### src/rtl/clamp_pulse_gen.sv
module clamp_pulse_gen #(
  parameter int CW = 8
) (
  input  logic          clk,
  input  logic          rst_n,
  input  logic          hsync,
  input  logic          hsync_act_high,
  input  logic          clamp_ext,
  input  logic          clamp_ext_act_high,
  input  logic          clamp_src_ext,
  input  logic [CW-1:0] place_cnt,
  input  logic [CW-1:0] dur_cnt,
  input  logic [2:0]    lvl_sel,
  output logic          clamp_o,
  output logic [2:0]    lvl_o
);
  typedef enum logic [1:0] {IDLE, WAIT, PULSE} st_t;

  st_t           st;
  logic [CW-1:0] cnt, dur_q;
  logic          hs_q, ext_q, src_q;
  logic          hs_act, hs_edge;

  assign hs_act  = hsync_act_high ? hsync : ~hsync;
  assign hs_edge = hs_act & ~hs_q;
  assign clamp_o = src_q ? ext_q : (st == PULSE);

  always_ff @(posedge clk or negedge rst_n) begin
    if (!rst_n) begin
      st    <= IDLE;
      cnt   <= '0;
      dur_q <= '0;
      hs_q  <= 1'b1;
      ext_q <= 1'b0;
      src_q <= 1'b0;
      lvl_o <= 3'b000;
    end else begin
      hs_q  <= hs_act;
      ext_q <= clamp_ext_act_high ? clamp_ext : ~clamp_ext;
      src_q <= clamp_src_ext;
      lvl_o <= lvl_sel;
      if (hs_edge) begin
        dur_q <= dur_cnt;
        if (dur_cnt == '0) begin
          st  <= IDLE;
          cnt <= '0;
        end else if (place_cnt == '0) begin
          st  <= PULSE;
          cnt <= dur_cnt - 1'b1;
        end else begin
          st  <= WAIT;
          cnt <= place_cnt - 1'b1;
        end
      end else begin
        case (st)
          WAIT:
            if (cnt == '0) begin
              st  <= PULSE;
              cnt <= dur_q - 1'b1;
            end else begin
              cnt <= cnt - 1'b1;
            end
          PULSE:
            if (cnt == '0) st <= IDLE;
            else cnt <= cnt - 1'b1;
          default: ;
        endcase
      end
    end
  end
endmodule

### config.mk
export PLATFORM = sky130hd
export DESIGN_NAME = clamp_pulse_gen
export DESIGN_NICKNAME = d
export VERILOG_FILES = /design/src/rtl/clamp_pulse_gen.sv
export SDC_FILE = /design/constraint.sdc
export NUM_CORES = 1
export LEC_CHECK = 0
export ABC_AREA = 1
export BUFFER_PORTS_ARGS = -buffer_cell sky130_fd_sc_hd__buf_2
export CORE_MARGIN = 4
export CORE_UTILIZATION = 55
export DETAILED_ROUTE_END_ITERATION = 10
export PLACE_DENSITY = 0.78
export SKIP_CTS_REPAIR_TIMING = 1
export SLEW_MARGIN = 20
export SYNTH_ARGS = -nofsm -noshare
export SYNTH_HDL_FRONTEND = slang
export SYNTH_SLANG_ARGS = --single-unit
### constraint.sdc
create_clock -name clk -period 3 [get_ports clk]
set_clock_uncertainty 0.1 [all_clocks]
set_input_delay 0 -clock clk [delete_from_list [all_inputs] [get_ports clk]]
set_output_delay 0 -clock clk [all_outputs]
set_load 0.02 [all_outputs]
Word level (Yosys, flattened, before mapping)

Cells that the tools add are included.

Bits of input ports: 26
Output and inout port bits: 4
Register bits after elaboration: 24
Word-level logic and storage cells: 41

Mux-type cells: 15
Add/subtract/negate cells: 4
Equality and inequality tests: 5
Bitwise gates (word level): 4
Reductions and logical operators: 6

Operator list:

| cell                                                                    | count |
|---|---|
| 8-bit two-way mux                                                       | 5 |
| 8-bit by 1-bit subtractor with 8-bit output, second input constant      | 4 |
| 8-bit logical NOT                                                       | 3 |
| 8-bit one-hot mux with 2 select lines                                   | 1 |
| 2-bit two-way mux                                                       | 5 |
| 3-bit inequality test, second input constant                            | 2 |
| 2-bit one-hot mux with 2 select lines                                   | 1 |
| 1-bit two-way mux                                                       | 3 |
| 3-bit by 2-bit inequality test with 1-bit output, second input constant | 1 |
| 1-bit NOT                                                               | 3 |
| 3-bit AND reduction                                                     | 1 |
| 3-bit nonzero test                                                      | 1 |
| 2-bit by 1-bit equality test with 1-bit output, second input constant   | 1 |
| 2-bit equality test, second input constant                              | 1 |
| 2-bit AND reduction                                                     | 1 |
| 1-bit bitwise AND                                                       | 1 |

Logic depth before layout (Yosys ltp)

Gate-level depths: netlist of run 1.

Depth in word-level cells: 5
Depth in mapped cells: 12
Mapped depth without buffers: 12

Worst setup path after synthesis of run 1

No wires, ideal clock.

Path type: register to register
Start: register cnt[0]
End: register cnt[6]
Period minus slack after synthesis: 1.671 ns
Data arrival time: 1.448 ns
Stages on the path, launching flop included: 11
Library setup time: 0.123 ns
Data required time: 2.777 ns
Path buffers: 1
Setup slack: 1.329 ns
Path through: dfrtp_1 -> inv_1 -> ha_1 -> nand3_1 -> nor2_4 -> nand2_2 -> buf_4 -> nor2_1 -> nand2_1 -> a31oi_1 -> a21oi_2

Word-level cells in the longest chain between the ends: 4
Elaborated cells on any way between the ends: 8
Those cells by class: add/sub: 1; eq/ne: 1; mux: 4; reduce/logical: 2

Ends and longest elaborated chain:

| item                                                                             | RTL line | source |
|---|---|---|
| start: declaration                                                               | 20       | `logic [CW-1:0] cnt, dur_q;` |
| start signal: assignment                                                         | 49       | `cnt <= dur_cnt - 1'b1;` |
| start signal: assignment                                                         | 52       | `cnt <= place_cnt - 1'b1;` |
| start signal: assignment                                                         | 59       | `cnt <= dur_q - 1'b1;` |
| 8-bit by 1-bit subtractor with 8-bit output or 8-bit logical NOT (tied branches) | n/a      |  |
| 8-bit two-way mux, on equally long branches                                      | 64, 57   |  |
| 8-bit one-hot mux with 2 select lines                                            | 55       | `case (st)` |
| 8-bit two-way mux                                                                | 42       | `if (hs_edge) begin` |

Parallel ways exist; a longest one is shown, timed or not. The select of a mux whose other input is x is not followed.
A chain may end at the register's enable or synchronous reset.

Worst setup path after layout of run 1

Start: register cnt[0]
End: register cnt[1]

Same word-level chain as after synthesis.

==> results_dict.tcl, run 1 <==
set metrics [dict create \
    wl_um 4060 \
    grt_pass1_wl_um 6530 \
    tightestPinTransition_ns 0.533 \
    wl_met3_um 204 \
    syn_nets 275 \
    maxSlewViolCount 0 \
    die-width_um 64.2 \
    timing.fmax_mhz 508 \
    path_class "reg2reg" \
    synth_edf_count 0 \
    gp_congestion 0.971 \
    core_area_mm2 0.00303 \
    total_power_mw 1.40 \
    critPathArrivalTime_ns 2.10 \
    synth_area_leader_cell "dfrtp_1" \
    startpoint_type "register" \
    drt_pass1_iterations 4 \
    required_ns 3.13 \
    p_per_area_mw_per_mm2 655 \
    place_hpwl_um 2980 \
    layout_common_cells "53 x nand2_1, 39 x inv_1, 29 x buf_2, 23 x dfrtp_1" \
    synth.avg_cell_area_um2 7.09 \
    cts-buffers-inserted 3 \
    htreeDepth 1 \
    die_h_um 64.2 \
    synth.area.top_cells "dfrtp_1 33%, nand2_1 11%, inv_1 8.4%" \
    yosysWarnings 0 \
    final_cells 335 \
    drt_iter0_drc 93 \
    top_layer "met4" \
    grt-ovfl-total 0 \
    track_usage_pct 19.6 \
    syn_to_final_growth_pct 23.0 \
    clock_path_buffers 2 \
    min_period_over_period_pct 65.6 \
    max-slew-margin-rel_pct 64.5 \
    cts_root_buf "clkbuf_4" \
    crit_chain "inv_1 -> ha_1 -> nand3_1 -> nor2_4 -> nand2_2 -> inv_1 -> nand2_1 -> nand3_1 -> o21ai_0 -> nand2_1 -> o21ai_0" \
    maxCapViolCount 0 \
    critPathSlowestCell "dfrtp_1" \
    cts_tree "done" \
    synth_top_area_share_pct 33.1 \
    hold_viol 0 \
    setup.worst_path.end_class "register" \
    nets 322 \
    grt_max_degree 26 \
    synth_area_mm2 0.00174 \
    fillers 258 \
    clk_latency_ns 0.33 \
    top_level_ports 30 \
    timing.hold.ws_ns 0.0158 \
    period_minus_slack_ns 1.97 \
    ys_ff_latch 24 \
    rows 20 \
    ys_seq_area_share_pct 34.6 \
    antenna_found_initial 0 \
    synth_cell_types 29 \
    clkTransAtPathRegs_ns 0.14 \
    power.leakage_nw 1.13 \
    fp.dieArea_mm2 0.00412 \
    wl_met1_um 1850 \
    wl_per_cell_um 12.1 \
    dp.cells 314 \
    clock-sinks 24 \
    vias 1665 \
    finalSetupViolCount 0 \
    ys_async_sr_fraction_pct 100 \
    port_buffers 29 \
    syn-instance-count 245 \
    wl_met2_um 1980 \
    vias_per_cell 4.97 \
    outcome "finished, final reports clean" \
    final_util_pct 70.6 \
    ir_worst_vdd_mv 0.369 \
    slowest_delay_ns 0.40 \
    path_max_fanout 11 \
    hold_class "in2reg" \
    drcViolationCount 0 \
    ant_nets 0 \
    final_common_cell "nand2_1" \
    diodes 0 \
    ys.flop_type "dfrtp_1" \
    start_util_pct 57.4 \
    grt_pass1_vias 1481 \
    drive_above_1_share_pct 21.3 \
    rsz0062_at_grt "false" \
    finalSetupTns_ns 0 \
]
## worst max-delay path: cells and delay by family, from the launching register on
family,cells,cell delay (ns)
flip-flops,1,0.40
adder cells (fa/ha/maj),1,0.17
AO/OA/AOI/OAI,2,0.17
buffers and inverters,2,0.29
AND/OR/NAND/NOR,6,0.73
## worst paths after layout
kind	start	to	slack, ns	cells past startpoint
worst max-delay path	cnt[0]$_DFFE_PN0P_	cnt[1]$_DFFE_PN0P_	1.03	11
worst max register to register	cnt[0]$_DFFE_PN0P_	cnt[1]$_DFFE_PN0P_	1.03	11
worst min-delay path	place_cnt[0]	cnt[0]$_DFFE_PN0P_	0.02	4
min in group asynchronous	rst_n	lvl_o[0]$_DFF_PN0_	0.05	2
worst min register to register	dur_q[0]$_DFFE_PN0P_	dur_q[0]$_DFFE_PN0P_	0.42	2
max in group asynchronous	rst_n	hs_q$_DFF_PN1_	2.38	2
## registers in the layout (all words and copies together), names as in the netlist
register,cells
cnt,8
dur_q,8
ext_q,1
hs_q,1
lvl_o,3
src_q,1
st,2
## synth_stat cells (2+ instances only)
| cell type | number |
|---|---|
| nand4_1 | 6 |
| o21ai_1 | 4 |
| a21oi_2 | 4 |
| xnor2_1 | 2 |
| ha_1 | 4 |
| inv_1 | 39 |
| o21ai_0 | 21 |
| a21oi_1 | 9 |
| dfrtp_1 | 23 |
| nand3_1 | 18 |
| nand2_4 | 4 |
| nor2_1 | 21 |
| a31oi_1 | 3 |
| nor2_2 | 4 |
| buf_4 | 2 |
| nand2_1 | 53 |
| nor2_4 | 2 |
| xor2_1 | 4 |
| nand2_2 | 7 |
| inv_2 | 4 |
| o211ai_1 | 2 |
| clkbuf_1 | 2 |
## where the power goes
group	total (mW)	switching (mW)	leakage (nW)	internal (mW)
logic	0.662	0.411	0.816	0.251
registers	0.499	0.0775	0.282	0.421
clock network	0.239	0.104	0.0279	0.135
total	1.40	0.592	1.13	0.808
## area by class of cell
type,instances,area [um2],share of cell area [%]
inverter,43,161,7.55
tap,44,55.1,2.57
timing repair buffer,46,315,14.7
clock inverter,1,30.0,1.40
clock buffer,3,22.5,1.05
multi-input combinational,174,952,44.5
sequential,24,602,28.1
## metal layers
layer,global-route usage [%],up-vias
li1,-,873
met1,27.5,741
met2,32.4,47
met3,2.28,4
met4,3.96,0
met5,0,-
## kinds of logic after synthesis
group                    count (synthesis)  synth area share, %
adder cells (fa/ha/maj)                  4                 2.88
flip-flops                              24                 34.6
AND/OR/NAND/NOR                        117                 32.9
buffers and inverters                   47                 10.6
AO/OA/AOI/OAI                           46                 15.0
XOR/XNOR                                 7                 3.96
## through the flow
step / instance area [um2] / worst slack (ns)
2_1_floorplan: 1740 / 1.33
3_3_place_gp: 1920 / 1.09
3_5_place_dp: 1920 / 1.07
4_1_cts: 1970 / 1.05
5_1_grt: 2140 / 0.860
6_report: 2140 / 1.03
No activity file was read; power rests on OpenSTA's default activity.
==> run 2, diff against run 1 <==
==> constraint.sdc (replaced) <==
create_clock -name clk -period 2 [get_ports clk]
set_clock_uncertainty 0.1 [all_clocks]
set_input_delay 0 -clock clk [delete_from_list [all_inputs] [get_ports clk]]
set_output_delay 0 -clock clk [all_outputs]
set_load 0.02 [all_outputs]
==> run 2 against run 1 <==
  * Fmax increased by 8.1%
  * Die area unchanged
  * Non-clock buffer count increased by 2
  * Power increased by 44%
  * Final area increased by 0.47%
  * Sequential share of layout area decreased by 0.13 points
  * Critical path depth decreased by 1
  * Critical endpoint is now cnt[4]$_DFFE_PN0P_
  * Largest cell class unchanged
  * Highest routed layer unchanged
==> results_dict.tcl, run 2 (same netlist as run 1, synthesis figures left out) <==
set metrics [dict create \
    outcome "finished, final reports clean" \
    grt_pass1_wl_um 6620 \
    reg2reg_to "cnt[4]$_DFFE_PN0P_" \
    finalSetupViolCount 0 \
    r2r_slack_ns 0.18 \
    final_common_cell "nand2_1" \
    clock_path_buffers 2 \
    total_power_mw 2.02 \
    drt_pass1_iterations 4 \
    core_area_mm2 0.00303 \
    place_hpwl_um 3100 \
    clkTransAtPathRegs_ns 0.14 \
    grt_max_degree 25 \
    die-width_um 64.2 \
    die_h_um 64.2 \
    grt_pass1_vias 1522 \
    power.net_switching_mw 0.892 \
    wl_um 4060 \
    hold_viol 0 \
    fp.dieArea_mm2 0.00412 \
    rsz0062_at_grt "false" \
    clk_latency_ns 0.32 \
    htreeDepth 1 \
    grt-busiest-layer "met2" \
    max-slew-margin-rel_pct 63.1 \
    path_class "reg2reg" \
    track_usage_pct 19.6 \
    hold_class "in2reg" \
    seqPwrFrac_pct 36.8 \
    timing.fmax_mhz 549 \
    rows 20 \
    switching_share_pct 44.1 \
    vias_per_cell 4.98 \
    period_minus_slack_ns 1.82 \
    fillers 243 \
    top_level_ports 30 \
    maxCapViolCount 0 \
    p_int_mw 1.13 \
    reg2reg_depth 10 \
    wl_per_cell_um 12.0 \
    nets 324 \
    start_util_pct 57.4 \
    min_period_over_period_pct 91.1 \
    cts_tree "done" \
    drive_above_1_share_pct 22.5 \
    largestRegisters "cnt (8), dur_q (8), lvl_o (3)" \
    vias 1678 \
    ir_worst_vdd_mv 0.525 \
    clock-sinks 24 \
    holdPathStages 4 \
    tightestPinTransition_ns 0.553 \
    timing.critical_path.from "cnt[1]$_DFFE_PN0P_" \
    diodes 0 \
    p_per_area_mw_per_mm2 941 \
    finalSetupTns_ns 0 \
    syn_to_final_growth_pct 23.6 \
    critPathArrivalTime_ns 1.98 \
    cts_root_buf "clkbuf_4" \
    drcViolationCount 0 \
    grt_util_met3_pct 2.64 \
    cts-buffers-inserted 3 \
    gp_congestion 0.952 \
    clkPwrFrac_pct 12.9 \
    path_max_fanout 11 \
    setup.worst_path.end_class "register" \
    startpoint_type "register" \
    required_ns 2.16 \
    min_delay_worst_endpoint "cnt[0]$_DFFE_PN0P_" \
    hp-start "place_cnt[0]" \
    antenna_found_initial 0 \
    met2_usage_pct 33.9 \
    power.leakage_nw 1.13 \
    globalRouteMet1Util_pct 26.1 \
    port_buffers 29 \
    layout_common_cells "53 x nand2_1, 38 x inv_1, 29 x buf_2, 23 x dfrtp_1" \
    drt_iter0_drc 109 \
    r2r_start "cnt[1]$_DFFE_PN0P_" \
    maxSlewViolCount 0 \
    combPwrFrac_pct 50.4 \
    ant_nets 0 \
    grt-ovfl-total 0 \
]
run 2: changes by cell type in the layout (fill, tap and decap cells not counted):
cell / delta
a31oi_2: +1
inv_1: -1
a31oi_1: -1
nand2_4: +1
buf_4: +2
nand2_2: -1
clkbuf_8: +1
bufinv_16: -1
inv_2: +1
run 2: worst max path at each step:
stage                    endpoint
2_1_floorplan  cnt[6]$_DFFE_PN0P_
3_3_place_gp   cnt[7]$_DFFE_PN0P_
3_5_place_dp   cnt[7]$_DFFE_PN0P_
4_1_cts        cnt[7]$_DFFE_PN0P_
5_1_grt        cnt[4]$_DFFE_PN0P_
6_report       cnt[4]$_DFFE_PN0P_
run 2: worst max-delay path: stages, from the launching register on:
cell     delay [ns]
dfrtp_1        0.38
inv_1          0.13
ha_1           0.17
nand3_1        0.12
nor2_4         0.19
nand2_1        0.09
nand2_2        0.16
inv_2          0.12
o21ai_1        0.11
inv_1          0.05
a21oi_1        0.13
run 2: per-stage QoR:
| stage | std cells | setup slack (ns) | hold slack [ns] | util (%) | cell area, um2 |
|---|---|---|---|---|---|
| floorplan | 245 | 0.329 | -0.396 | - | 1740 |
| global placement | 316 | 0.135 | -0.0929 | 63.8 | 1930 |
| CTS | 320 | 0.103 | -0.452 | 65.0 | 1970 |
| detailed placement | 316 | 0.121 | -0.0909 | 63.8 | 1930 |
| finish | 337 | 0.179 | 0.00704 | 71.0 | 2150 |
| global route | 337 | 0.0145 | 0.0373 | 71.0 | 2150 |
run 2: power by group through the flow:
stage                     Clock [mW]  Sequential [mW]  Combinational [mW]
after floorplan                    0            0.727               0.765
after global placement             0            0.751               0.965
after detailed placement           0            0.751               0.964
after CTS                      0.266            0.741               0.969
final                          0.260            0.744                1.02
after global routing           0.285            0.767                1.16
run 2: cell type report:
class	instances	area [um2]	area share, %
Multi-Input combinational cell	174	963	44.8
Clock buffer	4	36.3	1.69
Timing Repair Buffer	48	330	15.4
Inverter	43	161	7.51
Sequential cell	24	602	28.0
Tap cell	44	55.1	2.56
run 2: metal layers:
metal,vias up,part of all wire (%)
li1,878,-
met1,747,46
met2,47,48
met3,6,4.6
met4,0,1.3
met5,-,0
